===== src/rtl/post_disp_pkg.sv =====
package post_disp_pkg;
    typedef enum logic {TX_SEND_LO, TX_SEND_HI} tx_state_e;
    typedef enum logic {RX_WAIT_HI, RX_HAVE_HI} rx_state_e;
endpackage


===== src/rtl/post_seg_dec.sv =====
// Hex nibble to seven-segment pattern, active-high, bit order gfedcba.
module post_seg_dec #(
    parameter int NIB_W = 4,
    parameter int SEG_W = 7
) (
    input  logic [NIB_W-1:0] nib_i,
    output logic [SEG_W-1:0] seg_o
);
    always_comb begin
        unique case (nib_i)
            4'h0: seg_o = 7'h3F;
            4'h1: seg_o = 7'h06;
            4'h2: seg_o = 7'h5B;
            4'h3: seg_o = 7'h4F;
            4'h4: seg_o = 7'h66;
            4'h5: seg_o = 7'h6D;
            4'h6: seg_o = 7'h7D;
            4'h7: seg_o = 7'h07;
            4'h8: seg_o = 7'h7F;
            4'h9: seg_o = 7'h6F;
            4'hA: seg_o = 7'h77;
            4'hB: seg_o = 7'h7C;
            4'hC: seg_o = 7'h39;
            4'hD: seg_o = 7'h5E;
            4'hE: seg_o = 7'h79;
            default: seg_o = 7'h71;
        endcase
    end
endmodule


===== src/rtl/post_nib_tx.sv =====
// Transmit side: snapshots the code at each rising reference edge,
// drives the upper nibble in the high phase and the lower one in the low phase.
module post_nib_tx
    import post_disp_pkg::*;
#(
    parameter int CODE_W = 8,
    localparam int NIB_W = CODE_W / 2
) (
    input  logic              clk,
    input  logic              rst_n,
    input  logic              ref_clk,
    input  logic [CODE_W-1:0] code_i,
    output logic [NIB_W-1:0]  nib_o
);
    tx_state_e         state_q, state_d;
    logic              ref_q;
    logic [CODE_W-1:0] shadow_q;
    logic              ref_rise, ref_fall;

    assign ref_rise = ref_clk & ~ref_q;
    assign ref_fall = ~ref_clk & ref_q;

    always_ff @(posedge clk or negedge rst_n) begin
        if (!rst_n) begin
            state_q  <= TX_SEND_LO;
            ref_q    <= 1'b0;
            shadow_q <= '0;
        end else begin
            state_q <= state_d;
            ref_q   <= ref_clk;
            if (ref_rise) shadow_q <= code_i;
        end
    end

    always_comb begin
        state_d = state_q;
        unique case (state_q)
            TX_SEND_LO: if (ref_rise) state_d = TX_SEND_HI;
            TX_SEND_HI: if (ref_fall) state_d = TX_SEND_LO;
        endcase
    end

    always_comb begin
        unique case (state_q)
            TX_SEND_HI: nib_o = shadow_q[CODE_W-1:NIB_W];
            TX_SEND_LO: nib_o = shadow_q[NIB_W-1:0];
        endcase
    end
endmodule


===== src/rtl/post_nib_rx.sv =====
// Receive side: captures the upper nibble at a falling reference edge and
// commits the whole byte at the following rising edge.
module post_nib_rx
    import post_disp_pkg::*;
#(
    parameter int CODE_W = 8,
    localparam int NIB_W = CODE_W / 2
) (
    input  logic              clk,
    input  logic              rst_n,
    input  logic              ref_clk,
    input  logic [NIB_W-1:0]  nib_i,
    output logic [CODE_W-1:0] code_o
);
    rx_state_e         state_q, state_d;
    logic              ref_q;
    logic [NIB_W-1:0]  hold_q;
    logic [CODE_W-1:0] shown_q;
    logic              ref_rise, ref_fall;

    assign ref_rise = ref_clk & ~ref_q;
    assign ref_fall = ~ref_clk & ref_q;

    always_ff @(posedge clk or negedge rst_n) begin
        if (!rst_n) begin
            state_q <= RX_WAIT_HI;
            ref_q   <= 1'b0;
            hold_q  <= '0;
            shown_q <= '0;
        end else begin
            state_q <= state_d;
            ref_q   <= ref_clk;
            if (state_q == RX_WAIT_HI && ref_fall) hold_q <= nib_i;
            if (state_q == RX_HAVE_HI && ref_rise) shown_q <= {hold_q, nib_i};
        end
    end

    always_comb begin
        state_d = state_q;
        unique case (state_q)
            RX_WAIT_HI: if (ref_fall) state_d = RX_HAVE_HI;
            RX_HAVE_HI: if (ref_rise) state_d = RX_WAIT_HI;
        endcase
    end

    assign code_o = shown_q;
endmodule


===== src/rtl/post_disp_top.sv =====
module post_disp_top #(
    parameter int CODE_W = 8,
    parameter int SEG_W  = 7,
    localparam int NIB_W  = CODE_W / 2,
    localparam int DIGITS = CODE_W / NIB_W
) (
    input  logic              clk,
    input  logic              rst_n,
    input  logic              wr_en,
    input  logic [CODE_W-1:0] wr_data,
    input  logic              ref_clk,
    output logic [NIB_W-1:0]  link_o,
    output logic [SEG_W-1:0]  seg_hi_o,
    output logic [SEG_W-1:0]  seg_lo_o
);
    logic [CODE_W-1:0]      code_q;
    logic [CODE_W-1:0]      shown;
    logic [SEG_W-1:0]       segs [DIGITS];

    always_ff @(posedge clk or negedge rst_n) begin
        if (!rst_n)     code_q <= '0;
        else if (wr_en) code_q <= wr_data;
    end

    post_nib_tx #(.CODE_W(CODE_W)) u_tx (
        .clk(clk), .rst_n(rst_n), .ref_clk(ref_clk),
        .code_i(code_q), .nib_o(link_o)
    );

    post_nib_rx #(.CODE_W(CODE_W)) u_rx (
        .clk(clk), .rst_n(rst_n), .ref_clk(ref_clk),
        .nib_i(link_o), .code_o(shown)
    );

    for (genvar d = 0; d < DIGITS; d++) begin : g_dig
        post_seg_dec #(.NIB_W(NIB_W), .SEG_W(SEG_W)) u_dec (
            .nib_i(shown[d*NIB_W +: NIB_W]),
            .seg_o(segs[d])
        );
    end

    assign seg_lo_o = segs[0];
    assign seg_hi_o = segs[DIGITS-1];
endmodule


===== config.mk =====
export PLATFORM = sky130hd
export DESIGN_NAME = post_disp_top
export DESIGN_NICKNAME = d
export VERILOG_FILES = /design/src/rtl/post_disp_pkg.sv /design/src/rtl/post_seg_dec.sv /design/src/rtl/post_nib_tx.sv /design/src/rtl/post_nib_rx.sv /design/src/rtl/post_disp_top.sv
export SDC_FILE = /design/constraint.sdc
export NUM_CORES = 1
export LEC_CHECK = 0
export ABC_AREA = 1
export CAP_MARGIN = 0
export CORE_MARGIN = 2
export CORE_UTILIZATION = 57
export DETAILED_ROUTE_END_ITERATION = 6
export HOLD_SLACK_MARGIN = 0.03
export PLACE_DENSITY = 0.95
export REMOVE_ABC_BUFFERS = 1
export SYNTH_ARGS = -nofsm -noshare
export SYNTH_HDL_FRONTEND = slang
export SYNTH_SLANG_ARGS = --single-unit

===== constraint.sdc =====
create_clock -name clk -period 1.8 [get_ports clk]
set_input_delay 0.36 -clock clk [delete_from_list [all_inputs] [get_ports clk]]
set_output_delay 0.36 -clock clk [all_outputs]
set_load 0.02 [all_outputs]

== Word level (Yosys, flattened, before mapping) ==
Memory sizes are Yosys's and may differ from the RTL's.
Index checks and enable logic that the tools add are counted.
Storage, ports and cells
  flip-flop bits (word level): 31
  bits in read-only memories: 224
  input bits: 12
  output and inout bits: 18
  logic and storage cells: 24
  memories: 2
Operators by class
  multiplexer cells: 7
  bitwise logic cells: 6
  reductions and logical operators: 2
Memory list
  (name not given): depth 16, bits a word 7, read ports 1, clocked after memory_dff 0, write ports 0, line post_seg_dec.sv:10  | unique case (nib_i)
  (name not given): depth 16, bits a word 7, read ports 1, clocked after memory_dff 0, write ports 0, line post_seg_dec.sv:10
Operators by type and width (count)
  case mux 4 bit (2 select lines): 1
  two-way mux 1 bit: 4
  inverter 1 bit: 4
  case mux 1 bit (2 select lines): 2
  bitwise AND 1 bit: 2
  logical AND 1 bit: 2

== Longest topological paths before layout ==
  depth in word-level cells: 4
  gate-level depth with buffers: 7
  depth with buffers taken out: 7

== By module ==
Synthesis repeated with hierarchy kept, for this count alone.
Unflattened totals
  cell total of the unflattened synthesis: 251
  area, all modules: 1884.3 um2
Modules (own cells, without submodules)
  post_nib_rx: instances 1, cells each 59, area each 578.1 um2, sequential area each 350.3 um2
  post_seg_dec: instances 2, cells each 52, area each 270.3 um2, sequential area each 0.0 um2
  post_nib_tx: instances 1, cells each 54, area each 460.4 um2, sequential area each 250.2 um2
  post_disp_top: instances 1, cells each 34, area each 305.3 um2, sequential area each 200.2 um2

== Worst setup path after synthesis ==
Ideal clock, no wire load.
  path type: reg2out
  start: register u_rx.shown_q[1] (netlist: u_rx.code_o[1])
  end: output port seg_lo_o[3]
  arrival time: 1101 ps
  data required time: 1440 ps
  slack: 339 ps
  cell stages (with the launch flop): 7
  buffers on the path: 0
  cells stage by stage: dfrtp_1 > inv_1 > ha_1 > nand2_1 > o21ai_0 > nand2_1 > nand2_1
Between the ends
  word-level cells in the longest chain between the ends: 1
RTL lines
  from (decl): line post_nib_rx.sv:18  | logic [CODE_W-1:0] shown_q;
  from (signal assigned): line post_nib_rx.sv:34  | if (state_q == RX_HAVE_HI && ref_rise) shown_q <= {hold_q, nib_i};
  memory read (16 x 7 bit)
  to (decl): line post_disp_top.sv:14  | output logic [SEG_W-1:0] seg_lo_o
Every way passes these cells.

== Worst setup path after layout ==
  start: register u_rx.shown_q[0] (netlist: u_rx.code_o[0])
  end: output port seg_lo_o[2]
Same word-level chain as after synthesis.

==> tab_implementation.tex <==
\begin{tabular}{lr}
\hline
Metric & Value \\
\hline
\multicolumn{2}{l}{\textbf{Status}} \\
Outcome & finished, violations left \\
Violations in the final reports & negative setup slack \\
\multicolumn{2}{l}{\textbf{Synth}} \\
Total of flip-flops plus latches after synthesis & 31 \\
Portion of the post-synthesis area used by sequential elements & 0.435 \\
Post-synthesis share of cell area spent on xor and xnor gates & 0 \\
Total standard cell area after synthesis & around 1800 um\^{}2 \\
Post-synth top area share & 0.435 \\
Post-synthesis adder-cell area fraction & 0.0982 \\
Average cell area after synthesis & 7.47 um\^{}2 \\
Post-synth cell types & 14 \\
Post-synthesis compound-gate area fraction & 0.0785 \\
Post-Synth Simple-Gate Area & 0.304 \\
Combinational family with the most area after synthesis & simple AND/OR/NAND/NOR gates \\
Cells after Synth & 239 \\
Post-synth top area cell & dfrtp\_1 \\
Synth Warn \# & 0 \\
Share of synthesized area spent on multiplexers & 0 \\
Biggest area contributors in the synthesized netlist & dfrtp\_1, nand2\_1, ha\_1 \\
\multicolumn{2}{l}{\textbf{Pwr}} \\
Fraction of power consumed by the clock network & 0.096 \\
Switching pwr & 1.70 mW \\
Leakage power of the design & 1.30 nW \\
Power density of the placed cells & 1520 nW/um\^{}2 \\
Cell internal power dissipation & about 2.1 mW \\
Switching Share & 0.446 \\
IR drop worst, VDD & 0.000624 V \\
Part of the power in registers & 0.264 \\
Share of power burned in combinational logic & 0.640 \\
\multicolumn{2}{l}{\textbf{Floorplanning}} \\
Die Outline Area & 3590 um\^{}2 \\
Die X-Extent & 60.0 um \\
Count of standard-cell rows & 20 \\
Die H & 60.0 um \\
Effective utilization at floorplan & 0.594 \\
Core Box Area & 3000 um\^{}2 \\
Io pins & 30 \\
\multicolumn{2}{l}{\textbf{CTS}} \\
Clock latency of the later-clocked register in the worst-skew pair & 330 ps \\
Total clock buffers created by CTS & 5 \\
Clock Sink Count & 31 \\
Clock transition time at the flip-flop clock pins of the worst setup and hold paths & approximately 90 ps \\
Clock tree from TritonCTS & done \\
CTS root buf & clkbuf\_4 \\
Clock Path Buffers & 2 \\
Number of buffers added to fix hold violations after cts & 0 \\
H-tree Lvls & 2 \\
\multicolumn{2}{l}{\textbf{Worst setup path}} \\
Worst EP arrival & approximately 1600 ps \\
Element type at the critical path end & output pin \\
Critical path launch point type & flop \\
Class of the most critical setup path & flop to output pin \\
Peak fanout along the critical path & 4 \\
Worst Reg-to-Reg Cells & 5 \\
Terminus of the critical flop-to-flop path & u\_rx.code\_o[0] \\
R2r setup slk & 650 ps \\
Crit Reg-Reg Startpoint & u\_rx.ref\_q \\
Required time at the endpoint of the critical path & between 1000 and 1500 ps \\
\multicolumn{2}{l}{\textbf{Routing}} \\
Final wirelength & 4160 um \\
Number of optimization iterations in the first detailed-route pass & 4 \\
Post-detailed-route count of antenna-violating nets & 0 \\
Routed via count divided by cell count & 5.27 \\
Drt first-iter violations & 73 \\
DRC violation count after routing & 0 \\
Via total after detailed routing & 1697 \\
Detailed-route wire length per cell & around 13 um \\
\multicolumn{2}{l}{\textbf{Placement}} \\
Count of placed standard cells including taps & between 300 and 400 \\
IO buf count & 29 \\
Final Wtd Congestion & 0.863 \\
Total half-perimeter wirelength after legalization and detailed placement & 2580 um \\
\multicolumn{2}{l}{\textbf{STA}} \\
RSZ-0062 raised after global routing & true \\
Total Negative Setup Slacks & -1130 ps \\
Share of the clock period used by the worst path & 1.09 \\
Number of pins with negative max-slew slack in the final report & 0 \\
Worst slew margin relative to its limit & 0.724 \\
Worst-Margin Slew & 412 ps \\
Setup slack of the critical path after layout & -162 ps \\
Fmax & 0.510 GHz \\
Final clock skew & 10.8 ps \\
Worst slack on hold paths & 414 ps \\
Clock period minus worst slack & 1960 ps \\
Final setup violation count & 13 \\
Final hold violation count & 0 \\
\multicolumn{2}{l}{\textbf{Layout}} \\
Post-layout instance count excluding filler cells & between 300 and 400 \\
Net count of the finished layout & 314 \\
Leading cell type in the layout, fill and taps excluded & nand2\_1 \\
Synthesis-to-layout area growth & 40.8\% \\
Fill cell total of the finished layout & 185 \\
Commonest cells after routing, fill and taps aside & nand2\_1, dfrtp\_1, buf\_6 \\
Number of antenna repair diodes & 0 \\
Final design utilization & 0.837 \\
Fraction of final layout cells sized beyond drive strength 1 & 0.346 \\
\multicolumn{2}{l}{\textbf{Global routing}} \\
Met1 layer usage reported by global route & 0.239 \\
Pin count of the biggest net entering global routing & 32 \\
Global route hottest layer & met2 \\
Total grt overflow & 0 \\
Vias in the first global route & 1552 \\
First-pass GRT wire length & 6130 um \\
Global-route track usage on met2 & 0.436 \\
Met3 GRT Util & 0.0628 \\
Antenna violations before repair & 0 \\
Overall fraction of global-route tracks in use & 0.228 \\
\multicolumn{2}{l}{\textbf{Worst hold path}} \\
Worst min-delay path class & input pin to asynchronous set/reset pin \\
\multicolumn{2}{l}{\textbf{Flow run}} \\
Maximum capacitance violations & 0 \\
\hline
\end{tabular}
-- per-layer routing --
| metal | up-vias | wire length, um | part of all wire |
|---|---|---|---|
| met5 | - | 0 | 0 |
| met4 | 0 | 84 | 0.020 |
| met3 | 11 | 204 | 0.049 |
| met2 | 77 | 2280 | 0.55 |
| met1 | 783 | 1590 | 0.38 |
| li1 | 826 | - | - |
-- sequential cells by signal, indices dropped and copies added (netlist names) --
register       flops
code_q             8
u_rx.state_q       1
u_rx.code_o        8
u_tx.state_q       1
u_rx.ref_q         1
u_tx.shadow_q      8
u_rx.hold_q        4
-- worst max-delay path, cell delays in order (launching register included) --
cell and delay [ps]:
dfrtp_2 440, inv_2 120, ha_1 170, inv_1 60
o21ai_0 210, nand2_1 130, buf_6 150
-- cells in the mapped netlist --
cell       n
o21ai_0   13
nand2_1  125
buf_2      5
nand2_4    1
nand3_1    8
o21ai_2    8
buf_12     1
inv_1     26
dfrtp_1   31
inv_2      2
o21ai_1    1
ha_1      14
nor2_1     3
nor2_4     1
-- cell families (layout without fill, tap and decap cells) --
group,after synthesis,after routing
simple gates,138,138
flops,31,31
compound gates,22,22
buf+inv,34,84
fa+ha+maj,14,14
-- metrics by stage --
step / worst slack (ps) / cell area (um^2) / power [mW]
floorplan: 331 / 1740 / 1.99
global placement: -160 / 2170 / 2.75
detailed placement: -217 / 2170 / 2.81
CTS: -168 / 2390 / 3.43
global route: -236 / 2510 / 4.05
finish: -162 / 2510 / 3.82
-- worst max path at each step --
stage | cells after the start | start | to
after floorplan | 6 | u_rx.code_o[1] | seg_lo_o[3]
final | 6 | u_rx.code_o[0] | seg_lo_o[2]
after global routing | 8 | u_rx.code_o[1] | seg_lo_o[3]
after global placement | 7 | u_rx.code_o[0] | seg_lo_o[3]
after CTS | 9 | u_rx.code_o[5] | seg_hi_o[4]
after detailed placement | 7 | u_rx.code_o[0] | seg_lo_o[3]
-- power by group through the flow --
stage,clock network [mW],registers [mW],logic [mW]
6_report,0.368,1.01,2.44
3_3_place_gp,0,0.962,1.79
2_1_floorplan,0,0.969,1.02
4_1_cts,0.376,0.972,2.08
3_5_place_dp,0,0.970,1.84
5_1_grt,0.407,1.02,2.62
-- what timing repair did --
| action | CTS | global route |
|---|---|---|
| pin swaps | 14 | 15 |
| buffers inserted | 7 | 4 |
| gates resized for setup | 119 | 50 |
| setup endpoints to repair | 18 | 18 |
-- layout make-up --
class                      instances  area (um^2)  share of cell area
timing repair buffer              48          477               0.190
sequential                        31          781               0.311
inverter                          28          110              0.0438
clock inverter                     1         5.00             0.00199
clock buffer                       7         45.0              0.0179
multi-input combinational        174         1050               0.419
tap                               33         41.3              0.0164
Power figures use the tool's default switching activity.
